**config.mk**
```make
export PLATFORM = sky130hd
export DESIGN_NAME = rfc_core
export DESIGN_NICKNAME = d
export VERILOG_FILES = /design/src/rtl/rfc_pkg.sv /design/src/rtl/rfc_control.sv /design/src/rtl/rfc_datapath.sv /design/src/rtl/rfc_core.sv
export SDC_FILE = /design/constraint.sdc
export NUM_CORES = 1
export LEC_CHECK = 0
export ABC_AREA = 0
export BUFFER_PORTS_ARGS = -buffer_cell sky130_fd_sc_hd__buf_2
export CAP_MARGIN = 20
export CORE_AREA = 2 2 144 181
export CTS_BUF_LIST = sky130_fd_sc_hd__clkbuf_16
export CTS_CLUSTER_SIZE = 8
export DETAILED_ROUTE_END_ITERATION = 10
export DIE_AREA = 0 0 146 183
export SYNTH_ARGS = -nofsm -noshare
export SYNTH_HDL_FRONTEND = slang
export SYNTH_SLANG_ARGS = --single-unit
```
**constraint.sdc**
```tcl
create_clock -name clk -period 8.1 [get_ports clk]
set_clock_uncertainty 0.15 [all_clocks]
set_input_delay 1.62 -clock clk [delete_from_list [all_inputs] [get_ports clk]]
set_output_delay 1.62 -clock clk [all_outputs]
set_load 0.01 [all_outputs]
```
**src/rtl/rfc_pkg.sv**
```systemverilog
package rfc_pkg;
  localparam logic [3:0] OP_LDD = 4'h0;
  localparam logic [3:0] OP_STD = 4'h1;
  localparam logic [3:0] OP_STI = 4'h2;
  localparam logic [3:0] OP_LDI = 4'h3;
  localparam logic [3:0] OP_ADD = 4'h4;
  localparam logic [3:0] OP_SUB = 4'h5;
  localparam logic [3:0] OP_BRZ = 4'h6;

  typedef struct packed {
    logic irLoad;
    logic opLatch;
    logic resLoad;
    logic commit;
  } ctrlStrobe_t;

  typedef enum logic [2:0] {
    ST_FETCH, ST_DECODE, ST_OPER, ST_EXEC, ST_STORE, ST_HALTED
  } phase_t;
endpackage

```
**src/rtl/rfc_control.sv**
```systemverilog
module rfc_control
  import rfc_pkg::*;
(
  input  logic        clk,
  input  logic        rst,
  input  logic [3:0]  fetchedOp,
  output ctrlStrobe_t strb,
  output logic        halted
);
  phase_t st;

  always_ff @(posedge clk) begin
    if (rst) st <= ST_FETCH;
    else begin
      case (st)
        ST_FETCH:  st <= ST_DECODE;
        ST_DECODE: st <= (fetchedOp > OP_BRZ) ? ST_HALTED : ST_OPER;
        ST_OPER:   st <= ST_EXEC;
        ST_EXEC:   st <= ST_STORE;
        ST_STORE:  st <= ST_FETCH;
        default:   st <= ST_HALTED;
      endcase
    end
  end

  always_comb begin
    strb.irLoad  = (st == ST_DECODE);
    strb.opLatch = (st == ST_OPER);
    strb.resLoad = (st == ST_EXEC);
    strb.commit  = (st == ST_STORE);
    halted       = (st == ST_HALTED);
  end

  // decode leads to operand read or halt, never elsewhere
  p_decode_next_r2: assert property (@(posedge clk) disable iff (rst)
    (st == ST_DECODE) |=> (st == ST_OPER || st == ST_HALTED));

  // halt holds until reset
  p_halt_sticky_r8: assert property (@(posedge clk) disable iff (rst)
    halted |=> halted);
endmodule

```
**src/rtl/rfc_datapath.sv**
```systemverilog
module rfc_datapath
  import rfc_pkg::*;
#(
  parameter int DW   = 8,
  parameter int PCW  = 8,
  parameter int NREG = 16
) (
  input  logic            clk,
  input  logic            rst,
  input  ctrlStrobe_t     strb,
  input  logic [15:0]     imemData,
  input  logic [DW-1:0]   dmemRdata,
  output logic [PCW-1:0]  pc,
  output logic [DW-1:0]   dmemAddr,
  output logic            dmemWe,
  output logic [DW-1:0]   dmemWdata
);
  localparam int RIW = $clog2(NREG);

  logic [15:0]   ir;
  logic [DW-1:0] rf [NREG];
  logic [DW-1:0] opA, opB, res;
  logic [3:0]    op;
  logic [RIW-1:0] rn, rm;
  logic [7:0]    lowByte;
  logic          rfWe;
  logic signed [PCW-1:0] offExt;

  assign op      = ir[15:12];
  assign rn      = ir[8 +: RIW];
  assign rm      = ir[4 +: RIW];
  assign lowByte = ir[7:0];
  assign offExt  = PCW'($signed(lowByte));

  assign rfWe   = strb.commit && (op == OP_LDD || op == OP_LDI ||
                                  op == OP_ADD || op == OP_SUB);
  assign dmemWe = strb.commit && (op == OP_STD || op == OP_STI);

  always_comb begin
    dmemAddr  = (op == OP_STI) ? opA : DW'(lowByte);
    dmemWdata = (op == OP_STI) ? opB : opA;
  end

  always_ff @(posedge clk) begin
    if (rst) begin
      ir  <= '0;
      pc  <= '0;
      opA <= '0;
      opB <= '0;
      res <= '0;
      for (int i = 0; i < NREG; i++) rf[i] <= '0;
    end else begin
      if (strb.irLoad) ir <= imemData;
      if (strb.opLatch) begin
        opA <= rf[rn];
        opB <= rf[rm];
      end
      if (strb.resLoad) begin
        case (op)
          OP_LDD:  res <= dmemRdata;
          OP_ADD:  res <= opA + opB;
          OP_SUB:  res <= opA - opB;
          default: res <= DW'(lowByte);
        endcase
      end
      if (rfWe) rf[rn] <= res;
      if (strb.commit) begin
        if (op == OP_BRZ && opA == '0) pc <= pc + offExt;
        else                           pc <= pc + 1'b1;
      end
    end
  end

  // PC moves only on the edge after a commit phase
  p_pc_hold_r2: assert property (@(posedge clk) disable iff (rst)
    !$past(strb.commit) |-> $stable(pc));

  // instruction register changes only after a decode phase
  p_ir_hold_r2: assert property (@(posedge clk) disable iff (rst)
    !$past(strb.irLoad) |-> $stable(ir));

  // a write strobe is always preceded by an execute phase
  p_we_after_exec_r10: assert property (@(posedge clk) disable iff (rst)
    dmemWe |-> $past(strb.resLoad));
endmodule

```
**src/rtl/rfc_core.sv**
```systemverilog
module rfc_core
  import rfc_pkg::*;
#(
  parameter int DW   = 8,
  parameter int PCW  = 8,
  parameter int NREG = 16
) (
  input  logic           clk,
  input  logic           rst,
  output logic [PCW-1:0] imemAddr,
  input  logic [15:0]    imemData,
  output logic [DW-1:0]  dmemAddr,
  output logic           dmemWe,
  output logic [DW-1:0]  dmemWdata,
  input  logic [DW-1:0]  dmemRdata,
  output logic           halted
);
  ctrlStrobe_t strb;

  rfc_control u_ctrl (
    .clk(clk), .rst(rst), .fetchedOp(imemData[15:12]),
    .strb(strb), .halted(halted)
  );

  rfc_datapath #(.DW(DW), .PCW(PCW), .NREG(NREG)) u_dp (
    .clk(clk), .rst(rst), .strb(strb), .imemData(imemData),
    .dmemRdata(dmemRdata), .pc(imemAddr), .dmemAddr(dmemAddr),
    .dmemWe(dmemWe), .dmemWdata(dmemWdata)
  );

  // a halted core never writes data memory
  p_halt_quiet_r8: assert property (@(posedge clk) disable iff (rst)
    halted |-> !dmemWe);
endmodule

```
==> impl_results.md, run 1 <==
* Hold Fails Final Rpt at 0
* Slew HR at 0.299
* Initial core utilization at 0.392
* Register bit total from synthesis at 179
* Via/cell ratio at 5.80
* Ys async rst share at 0
* Nets at 824
* Syn_area_per_cell at 13.0 um2
* Most instantiated library cell after synthesis: and2_1
* Final cell count without fillers at 1129
* Min-delay src: u_dp.pc[0]
* First-pass GRT wire length at 42400 um
* Initial DRT Pass Iterations at 5
* Dpl cells at 1096
* Max stage delay on crit path at 620 ps
* Die X at 146 um
* CTS clk-pin slew, worst paths at 70 ps
* Filler cell count in the final layout at 2324
* Vias in the first global route at 6536
* Antenna cells at 0
* Wire per inst at 25.0 um
* Met3 wire len at 1910 um
* Post_cts resized at 0
* Top_reg_cell synth: edfxtp_1
* Yosys warning count at 0
* VDD IR max at 0.000131 V
* Cells on worst reg2reg path at 12
* CP cell instances: nand2_1 -> nor4_1 -> buf_2
* Final setup violation count at 0
* Pwr Total at 2.20 mW
* Ports at 52
* RSZ-0062 raised after global routing: false
* Crit path time final at 3920 ps
* Via count at 6551
* Worst Hold Path EP: u_dp.pc[0]
* CTS Hold Bufs at 0
* Top-area cell type share of the netlist area at 0.391
* CTS tree: done
* Status: finished clean
* EDFF count, synth at 128
* PwrDens at 201 nW/um2
* Routability cong. at 0.865
* Setup Fix Bufs, Post-CTS at 0
* Seq/Total Area, Yosys at 0.495
* Post-synth top cells: 136 x and2_1, 128 x edfxtp_1, 80 x mux4_2
* CP Class: reg2out
* Core Box Area at 25000 um2
* Pleak at 3.86 nW
* Die H at 183 um
* Total track usage at 0.218
* Initial antenna violation count at 0
* Fmax achieved at 0.255 GHz
* Reg-to-reg endpoint: u_dp.res[7]
* Worst Path Arrival at 2150 ps
* RR Startpoint: u_dp.ir[14]
* Mapped cell area at 9820 um2
* Max Cap Viol at 0
* DR WL met2 at 14300 um
* Worst reg2reg setup slack at 4760 ps
* Drt initial violations at 540
* Slowest stage cell, crit path: dfxtp_1
* Worst Hold Depth at 2
* Syn Inst Count at 756
* Critical path capture point type: output port
* Final ANT Viol Nets at 0
* Startpoint Class: flop
* Leading area contributor after synthesis: edfxtp_1
* WL met1 at 10500 um
* Top post-synthesis cells by area: edfxtp_1 39%, mux4_2 18%, dfxtp_1 10%
* Num CTS Buffers at 17
* H-tree depth at 4
* Synthesis-to-layout area growth at 11.5%
* DRC viols at 0
* DP Wirelength at 20300 um
* Crit path max fanout at 12
* IO Port Bufs at 51
* Post-synth net total at 799
* Worst-Margin Slew at 1050 ps
* Die area at 26700 um2
* Top Layer Used: met4
* Worst-case clock buffer depth at 2
* GRT overflow at 0
* Slew Limit Fails at 0
* WL final at 28200 um
* Share of cells above drive strength 1 at 0.287
* HP Class: reg2reg
* Final worst path period share at 0.484
* Synth cell types at 55
* Clock Latency Late Sink at 440 ps
* Clock sink count at 179
* Row count at 65
* Largest net degree at the start of global routing at 55
* CP Data Required Time at 6330 ps
* Setup TNS at 0 ps
* CTS root buffer: clkbuf_16
-- layout make-up --
cell class | instances | area (um2) | area share
clock buffer | 17 | 425 | 0.0389
clock inverter | 15 | 183 | 0.0167
inverter | 8 | 30.0 | 0.00274
multi-input combinational | 516 | 4700 | 0.430
sequential | 179 | 4870 | 0.445
tap | 335 | 419 | 0.0383
timing repair buffer | 59 | 319 | 0.0291
-- cells in the final DEF (no fill, tap or decap), types with 11 or more instances in the layout --
cell type | synthesis | layout
mux2_2 | 15 | 15
ha_1 | 15 | 15
buf_2 | 10 | 51
a21oi_1 | 31 | 31
o21ai_0 | 14 | 14
mux4_2 | 80 | 80
and2_1 | 136 | 136
a22o_1 | 16 | 16
or2_2 | 16 | 16
nand2_1 | 54 | 54
edfxtp_1 | 128 | 128
a211oi_1 | 11 | 11
dfxtp_1 | 51 | 48
clkbuf_16 | 0 | 17
nor2_1 | 33 | 33
-- critical path: cells and delay by family, from the launching register on --
| kind | cells | cell delay (ps) |
|---|---|---|
| flip-flops | 1 | 620 |
| buffers and inverters | 1 | 200 |
| AND/OR/NAND/NOR | 2 | 890 |
-- stage by stage --
stage	hold WS, ps	setup WS, ps	area, um2	utilization
2_1_floorplan	305	4550	9820	-
3_3_place_gp	311	4060	10300	0.412
3_5_place_dp	320	4030	10300	0.412
4_1_cts	330	3820	10900	0.437
5_1_grt	343	4120	10900	0.437
6_report	335	4180	10900	0.437
-- routing by layer --
| metal | vias up | track usage |
|---|---|---|
| met5 | - | 0 |
| met4 | 0 | 0.113 |
| li1 | 2899 | - |
| met2 | 309 | 0.381 |
| met3 | 64 | 0.0343 |
| met1 | 3279 | 0.261 |
-- state kept, by name, indices dropped and copies added (netlist names) --
name,flops
u_ctrl.st,3
u_dp.pc,8
u_dp.opA,8
u_dp.ir,16
u_dp.rf,128
u_dp.res,8
u_dp.opB,8
-- power breakdown --
| part | internal (mW) | switching (mW) |
|---|---|---|
| clock | 0.469 | 0.388 |
| sequential | 1.01 | 0.0664 |
| combinational | 0.134 | 0.133 |
-- how the worst max path moves through the flow --
| stage | start | endpoint | slack, ps | cells past startpoint |
|---|---|---|---|---|
| floorplan | u_dp.ir[15] | dmemAddr[1] | 4550 | 4 |
| global placement | rst | u_dp.rf[9][1] | 4060 | 6 |
| detailed placement | rst | u_dp.rf[9][6] | 4030 | 6 |
| CTS | u_dp.ir[13] | dmemWdata[3] | 3820 | 3 |
| global route | u_ctrl.st[2] | dmemWe | 4120 | 3 |
| finish | u_ctrl.st[2] | dmemWe | 4180 | 3 |
-- cells by family after synthesis --
kind of cell             share of synthesized area
flip-flops                                   0.495
buffers and inverters                       0.0276
multiplexers                                 0.201
AND/OR/NAND/NOR                              0.175
AO/OA/AOI/OAI                               0.0643
adder cells (fa/ha/maj)                     0.0232
XOR/XNOR                                    0.0141
(Power assumes the default switching activity.)
==> run 2, diff against run 1 <==
==> constraint.sdc (replaced) <==
create_clock -name clk -period 3.5 [get_ports clk]
set_clock_uncertainty 0.15 [all_clocks]
set_input_delay 0.7 -clock clk [delete_from_list [all_inputs] [get_ports clk]]
set_output_delay 0.7 -clock clk [all_outputs]
set_load 0.01 [all_outputs]
==> run 2 against run 1 <==
Effect of this change:
- sequential power up 130%
- worst hold slack improved by 4.8 ps
- setup slack worse by 3700 ps
- largest cell class unchanged
- highest routed layer unchanged
- sequential cell count unchanged
- clock power up 110%
- global-route usage decreased by 0.17 points
- critical path type is now reg2reg
==> impl_results.md, run 2 (synthesis gave the netlist of run 1 again) <==
* Worst reg2reg setup slack at 500 ps (was 4760 ps)
* Share of cells above drive strength 1 at 0.304 (was 0.287)
* DP Wirelength at 20200 um (was 20300 um)
* DRC viols at 0 (unchanged)
* H-tree depth at 4 (unchanged)
* Synthesis-to-layout area growth at 13.0% (was 11.5%)
* CTS Hold Bufs at 0 (unchanged)
* VDD IR max at 0.000348 V (was 0.000131 V)
* Cells on worst reg2reg path at 10 (was 12)
* Slowest stage cell, crit path: nor4_1 (was dfxtp_1)
* Routability cong. at 0.913 (was 0.865)
* Vias in the first global route at 6555 (was 6536)
* Biggest register: u_dp.rf (unchanged)
* CTS tree: done (unchanged)
* Net switching power at 1.29 mW (was 588 uW)
* CP cell instances: nor4_1 -> and3_1 -> and2_1 -> ha_1 -> a211oi_1 -> o211ai_1 -> and4_1 -> nor3_1 -> xnor2_1 -> nor2_1 (was nand2_1 -> nor4_1 -> buf_2)
* Worst-case clock buffer depth at 2 (unchanged)
* Setup Fix Bufs, Post-CTS at 0 (unchanged)
* Min-delay src: u_dp.pc[5] (was u_dp.pc[0])
* Antenna cells at 0 (unchanged)
* Die area at 26700 um2 (unchanged)
* WL final at 27500 um (was 28200 um)
* Clock sink count at 179 (unchanged)
* Clk pwr share at 0.362 (was 0.389)
* Row count at 65 (unchanged)
* WP buf/inv at 0 (was 1)
* Worst Setup SP: u_dp.opA[2] (was u_ctrl.st[2])
* Hold slack at 340 ps (was 335 ps)
* Internal cell power at 3.65 mW (was 1.62 mW)
* Wire per inst at 23.8 um (was 25.0 um)
* Drt initial violations at 382 (was 540)
* Crit path max fanout at 5 (was 12)
* RSZ-0062 raised after global routing: false (unchanged)
* Max reg flops at 128 (unchanged)
* Filler cell count in the final layout at 2290 (was 2324)
* Clock Latency Late Sink at 440 ps (about the same)
* Placed Area at 10500 um2 (was 10300 um2)
* GRT overflow at 0 (unchanged)
* Die H at 183 um (unchanged)
* Pleak at 4.00 nW (was 3.86 nW)
* CP Class: reg2reg (was reg2out)
* Switching share of power at 0.260 (was 0.267)
* Combinational power share at 0.142 (was 0.121)
* Top Family by Delay on Critical Path: simple AND/OR/NAND/NOR gates (unchanged)
* Total track usage at 0.216 (was 0.218)
* Pwr Total at 4.94 mW (was 2.20 mW)
* Reg-to-reg endpoint: u_dp.pc[7] (was u_dp.res[7])
* Worst Hold Path EP: u_dp.pc[5] (was u_dp.pc[0])
* Finished Cell Area at 11100 um2 (was 10900 um2)
* PwrDens at 445 nW/um2 (was 201 nW/um2)
* Core Box Area at 25000 um2 (unchanged)
* Die X at 146 um (unchanged)
* Num CTS Buffers at 17 (unchanged)
* Worst-Margin Slew at 1080 ps (was 1050 ps)
* Ports at 52 (unchanged)
* Worst Hold Depth at 2 (unchanged)
* First-pass GRT wire length at 42200 um (was 42400 um)
* Most frequent cells in the layout: 136 x and2_1, 128 x edfxtp_1, 80 x mux4_2, 54 x nand2_1, 51 x buf_2 (unchanged)
* Status: finished clean (unchanged)
* Final worst path period share at 0.858
* Initial antenna violation count at 0 (unchanged)
* Commonest non-fill, non-tap cell in the layout: and2_1 (unchanged)
* RR Startpoint: u_dp.opA[2] (was u_dp.ir[14])
* CTS root buffer: clkbuf_16 (unchanged)
* Initial core utilization at 0.392 (unchanged)
* Largest regs: u_dp.rf (128), u_dp.ir (16) (unchanged)
* Fmax achieved at 0.333 GHz
* CTS clk-pin slew, worst paths at 70 ps (about the same)
* Worst Path Arrival at 3160 ps (was 2150 ps)
* Final core utilization at 0.443 (was 0.437)
* Setup TNS at 0 ps (unchanged)
* Startpoint Class: flop (unchanged)
* Crit path time final at 3000 ps
* Critical path capture point type: flop (was output port)
* Max stage delay on crit path at 440 ps (was 620 ps)
* Via count at 6436 (was 6551)
* HP Class: reg2reg (unchanged)
* Slew HR at 0.276 (was 0.299)
* Via/cell ratio at 5.58 (was 5.80)
* IO Port Bufs at 51 (unchanged)
* Hold Fails Final Rpt at 0 (unchanged)
* Share of power burned in registers at 0.496 (was 0.489)
* Final ANT Viol Nets at 0 (unchanged)
* Nets at 849 (was 824)
* Post_cts resized at 0 (unchanged)
* Slew Limit Fails at 0 (unchanged)
* CP Data Required Time at 3660 ps (was 6330 ps)
* Largest net degree at the start of global routing at 54 (was 55)
* Final setup violation count at 0 (unchanged)
* Max Cap Viol at 0 (unchanged)
* Initial DRT Pass Iterations at 7 (was 5)
[run 2: changes by cell type in the layout (fill, tap and decap cells not counted)]
cell,delta
clkinvlp_4,-1
inv_4,+2
clkinv_4,-1
clkbuf_16,+2
bufinv_16,-2
buf_4,+23
buf_12,+2
inv_6,-5
inv_1,+4
inv_2,+3
clkinv_2,+2
inv_8,-4
[run 2: routing by layer]
layer	wire length (um)	GRT usage	up-vias
li1	-	-	2943
met1	11000	0.265	3231
met2	13800	0.372	218
met3	1300	0.0353	44
met4	1290	0.106	0
met5	0	0	-
[run 2: tightest hold or removal path: cells and delay by family (launching register included)]
kind | cells | cell delay (ps)
AOI/OAI and AO/OA | 1 | 50
DFF | 1 | 340
and+or+nand+nor | 1 | 60
[run 2: worst max path at each step]
stage	to	slack, ps	depth (start not counted)
final	u_dp.pc[7]	500	10
after global routing	u_dp.res[7]	210	13
after CTS	u_dp.pc[7]	430	10
after detailed placement	u_dp.pc[7]	500	10
after global placement	u_dp.pc[7]	520	10
after floorplan	u_dp.res[7]	590	12
[run 2: per-stage QoR]
step,instances,worst slack (ps)
detailed placement,1121,496
floorplan,756,591
finish,1154,496
global placement,1121,519
global route,1154,214
CTS,1153,427
[run 2: layout make-up]
class,instances,area [um2],area share
Tap cell,335,419,0.0378
Inverter,8,30.0,0.00271
Clock inverter,13,66.3,0.00598
Timing Repair Buffer,84,532,0.0479
Clock buffer,19,475,0.0429
Sequential cell,179,4870,0.439
Multi-Input combinational cell,516,4700,0.424
[run 2: power groups by stage]
stage	clock [mW]	sequential, mW	combinational, mW
floorplan	0	2.42	0.520
global placement	0	2.49	0.692
detailed placement	0	2.50	0.694
CTS	1.81	2.45	0.697
global route	1.90	2.46	0.755
finish	1.79	2.45	0.700
==> run 3, diff against run 2 <==
--- a/config.mk
+++ b/config.mk
@@ -8,11 +8,12 @@
 export ABC_AREA = 0
 export BUFFER_PORTS_ARGS = -buffer_cell sky130_fd_sc_hd__buf_2
 export CAP_MARGIN = 20
-export CORE_AREA = 2 2 144 181
+export CORE_AREA = 2 2 188 237
 export CTS_BUF_LIST = sky130_fd_sc_hd__clkbuf_16
 export CTS_CLUSTER_SIZE = 8
 export DETAILED_ROUTE_END_ITERATION = 10
-export DIE_AREA = 0 0 146 183
+export DIE_AREA = 0 0 190 239
+export PLACE_DENSITY = 0.38
 export SYNTH_ARGS = -nofsm -noshare
 export SYNTH_HDL_FRONTEND = slang
 export SYNTH_SLANG_ARGS = --single-unit
==> run 3 against run 2 <==
Effect of this change:
- sequential power hardly changed
- largest cell class unchanged
- non-clock buffer count is 9 higher
- maximum frequency shrank 2.8%
- combinational power is 6.1% higher
- final area is 3.7% higher
- first-iteration DRC count is 11% lower
- sequential cell count is the same
- clock power grew 5%
- sequential share of layout area is 1.5 points lower
- highest routed layer unchanged
- critical path depth rose by 2
- global-route usage decreased by 6.4 points
- setup slack got worse by 86 ps
==> impl_results.md, run 3 (synthesis gave the netlist of run 1 again) <==
* Setup WS post-layout at 410 ps (was 496 ps)
* Hold Fails Final Rpt at 0 (unchanged)
* Nets at 858 (was 849)
* Wire per inst at 24.0 um (was 23.8 um)
* CP Data Required Time at 3710 ps (was 3660 ps)
* Setup Fix Bufs, Post-CTS at 0 (unchanged)
* Post_cts resized at 0 (unchanged)
* Commonest non-fill, non-tap cell in the layout: and2_1 (unchanged)
* Pwr Total at 5.07 mW (was 4.94 mW)
* Max Cap Viol at 0 (unchanged)
* Critical path capture point type: flop (unchanged)
* Worst-case clock buffer depth at 2 (unchanged)
* VDD IR max at 0.000317 V (was 0.000348 V)
* CP cell instances: nor3b_1 -> buf_4 -> nand2_1 -> o21ai_0 -> inv_1 -> ha_1 -> nor2b_1 -> o31a_1 -> o221ai_1 -> and3_1 -> o21ai_0 -> a311oi_1 (was nor4_1 -> and3_1 -> and2_1 -> ha_1 -> a211oi_1 -> o211ai_1 -> and4_1 -> nor3_1 -> xnor2_1 -> nor2_1)
* Biggest register: u_dp.rf (unchanged)
* Crit path time final at 3090 ps (was 3000 ps)
* CTS Hold Bufs at 0 (unchanged)
* Via count at 6447 (was 6436)
* Max stage delay on crit path at 510 ps (was 440 ps)
* Die H at 239 um (was 183 um)
* Setup TNS at 0 ps (unchanged)
* WP buf/inv at 2 (was 0)
* Pleak at 4.05 nW (was 4.00 nW)
* Initial core utilization at 0.226 (was 0.392)
* CTS tree: done (unchanged)
* Die X at 190 um (was 146 um)
* HP Class: reg2reg (unchanged)
* GRT overflow at 0 (unchanged)
* Die area at 45400 um2 (was 26700 um2)
* First-pass GRT wire length at 48000 um (was 42200 um)
* Finished Cell Area at 11500 um2 (was 11100 um2)
* Final setup violation count at 0 (unchanged)
* WL final at 33500 um (was 27500 um)
* CP Class: reg2reg (unchanged)
* Routability cong. at 0.826 (was 0.913)
* Via/cell ratio at 4.61 (was 5.58)
* Filler cell count in the final layout at 4496 (was 2290)
* Crit path depth at 12 (was 10)
* Initial DRT Pass Iterations at 4 (was 7)
* Vias in the first global route at 6656 (was 6555)
* Status: finished clean (unchanged)
* Dpl cells at 1366 (was 1121)
* Clock sink count at 179 (unchanged)
* Worst Path Arrival at 3300 ps (was 3160 ps)
* Ports at 52 (unchanged)
* Most frequent cells in the layout: 136 x and2_1, 128 x edfxtp_1, 80 x mux4_2, 54 x nand2_1, 51 x buf_2 (unchanged)
* Crit-path most repeated cell: o21ai_0
* PwrDens at 441 nW/um2 (was 445 nW/um2)
* Slew Limit Fails at 0 (unchanged)
* Final worst path period share at 0.883 (was 0.858)
* Worst-Margin Slew at 803 ps (was 1080 ps)
* Worst Hold Depth at 2 (unchanged)
* Slowest stage cell, crit path: dfxtp_1 (was nor4_1)
* Final ANT Viol Nets at 0 (unchanged)
* RSZ-0062 raised after global routing: false (unchanged)
* Largest net degree at the start of global routing at 41 (was 54)
* Crit path max fanout at 8 (was 5)
* Max reg flops at 128 (unchanged)
* Drt initial violations at 341 (was 382)
* Cells on worst reg2reg path at 12 (was 10)
* CTS clk-pin slew, worst paths at 70 ps (about the same)
* Row count at 86 (was 65)
* Share of cells above drive strength 1 at 0.314 (was 0.304)
* Clock Latency Late Sink at 440 ps (about the same)
* Post-placement setup slack at 442 ps (was 496 ps)
* DP Wirelength at 24200 um (was 20200 um)
* Top Family by Delay on Critical Path: compound AO/OA/AOI/OAI gates (was simple AND/OR/NAND/NOR gates)
* Startpoint Class: flop (unchanged)
* Core Box Area at 43400 um2 (was 25000 um2)
* Total track usage at 0.152 (was 0.216)
* Final cell count without fillers at 1400 (was 1154)
* DRC viols at 0 (unchanged)
* H-tree depth at 4 (unchanged)
* Slew HR at 0.464 (was 0.276)
* Synthesis-to-layout area growth at 17.1% (was 13.0%)
* IO Port Bufs at 51 (unchanged)
* Placed Area at 10900 um2 (was 10500 um2)
* Largest regs: u_dp.rf (128), u_dp.ir (16) (unchanged)
* Num CTS Buffers at 17 (unchanged)
* Antenna cells at 0 (unchanged)
* Fmax achieved at 0.324 GHz (was 0.333 GHz)
* CTS root buffer: clkbuf_16 (unchanged)
* Initial antenna violation count at 0 (unchanged)
## run 3: worst paths after layout
path | to | slack (ps) | startpoint
min | u_dp.pc[4] | 340 | u_dp.pc[4]
max | u_dp.res[7] | 410 | u_dp.ir[14]
max reg2reg | u_dp.res[7] | 410 | u_dp.ir[14]
min reg2reg | u_dp.pc[4] | 340 | u_dp.pc[4]
## run 3: metrics by stage
stage                     utilization  hold WS [ps]
after floorplan                     -           305
after global placement          0.251           340
after detailed placement        0.252           341
after CTS                       0.265           310
after global routing            0.265           327
final                           0.265           339
## run 3: report_power, final
group	leakage, nW	total, mW	internal, mW	switching, mW
clock network	0.295	1.88	1.02	0.858
registers	1.74	2.45	2.34	0.110
logic	2.02	0.743	0.338	0.405
total	4.05	5.07	3.70	1.37
## run 3: area by class of cell
type	count	area, um2	area share
Multi-Input combinational cell	516	4700	0.409
Clock inverter	14	109	0.00946
Sequential cell	179	4870	0.423
Timing Repair Buffer	93	624	0.0543
Clock buffer	18	450	0.0392
Tap cell	572	716	0.0622
Inverter	8	30.0	0.00261
## run 3: worst min-delay path: stages (launching register included)
cell     delay, ps
dfxtp_1        340
nand2_1         60
a21oi_1         50
## run 3: routing by layer
metal  GRT usage  up-vias  wire (um)
li1            -     2968          -
met1       0.167     3255      12800
met2       0.280      172      18000
met3      0.0211       52       1130
met4      0.0813        0       1600
met5           0        -          0
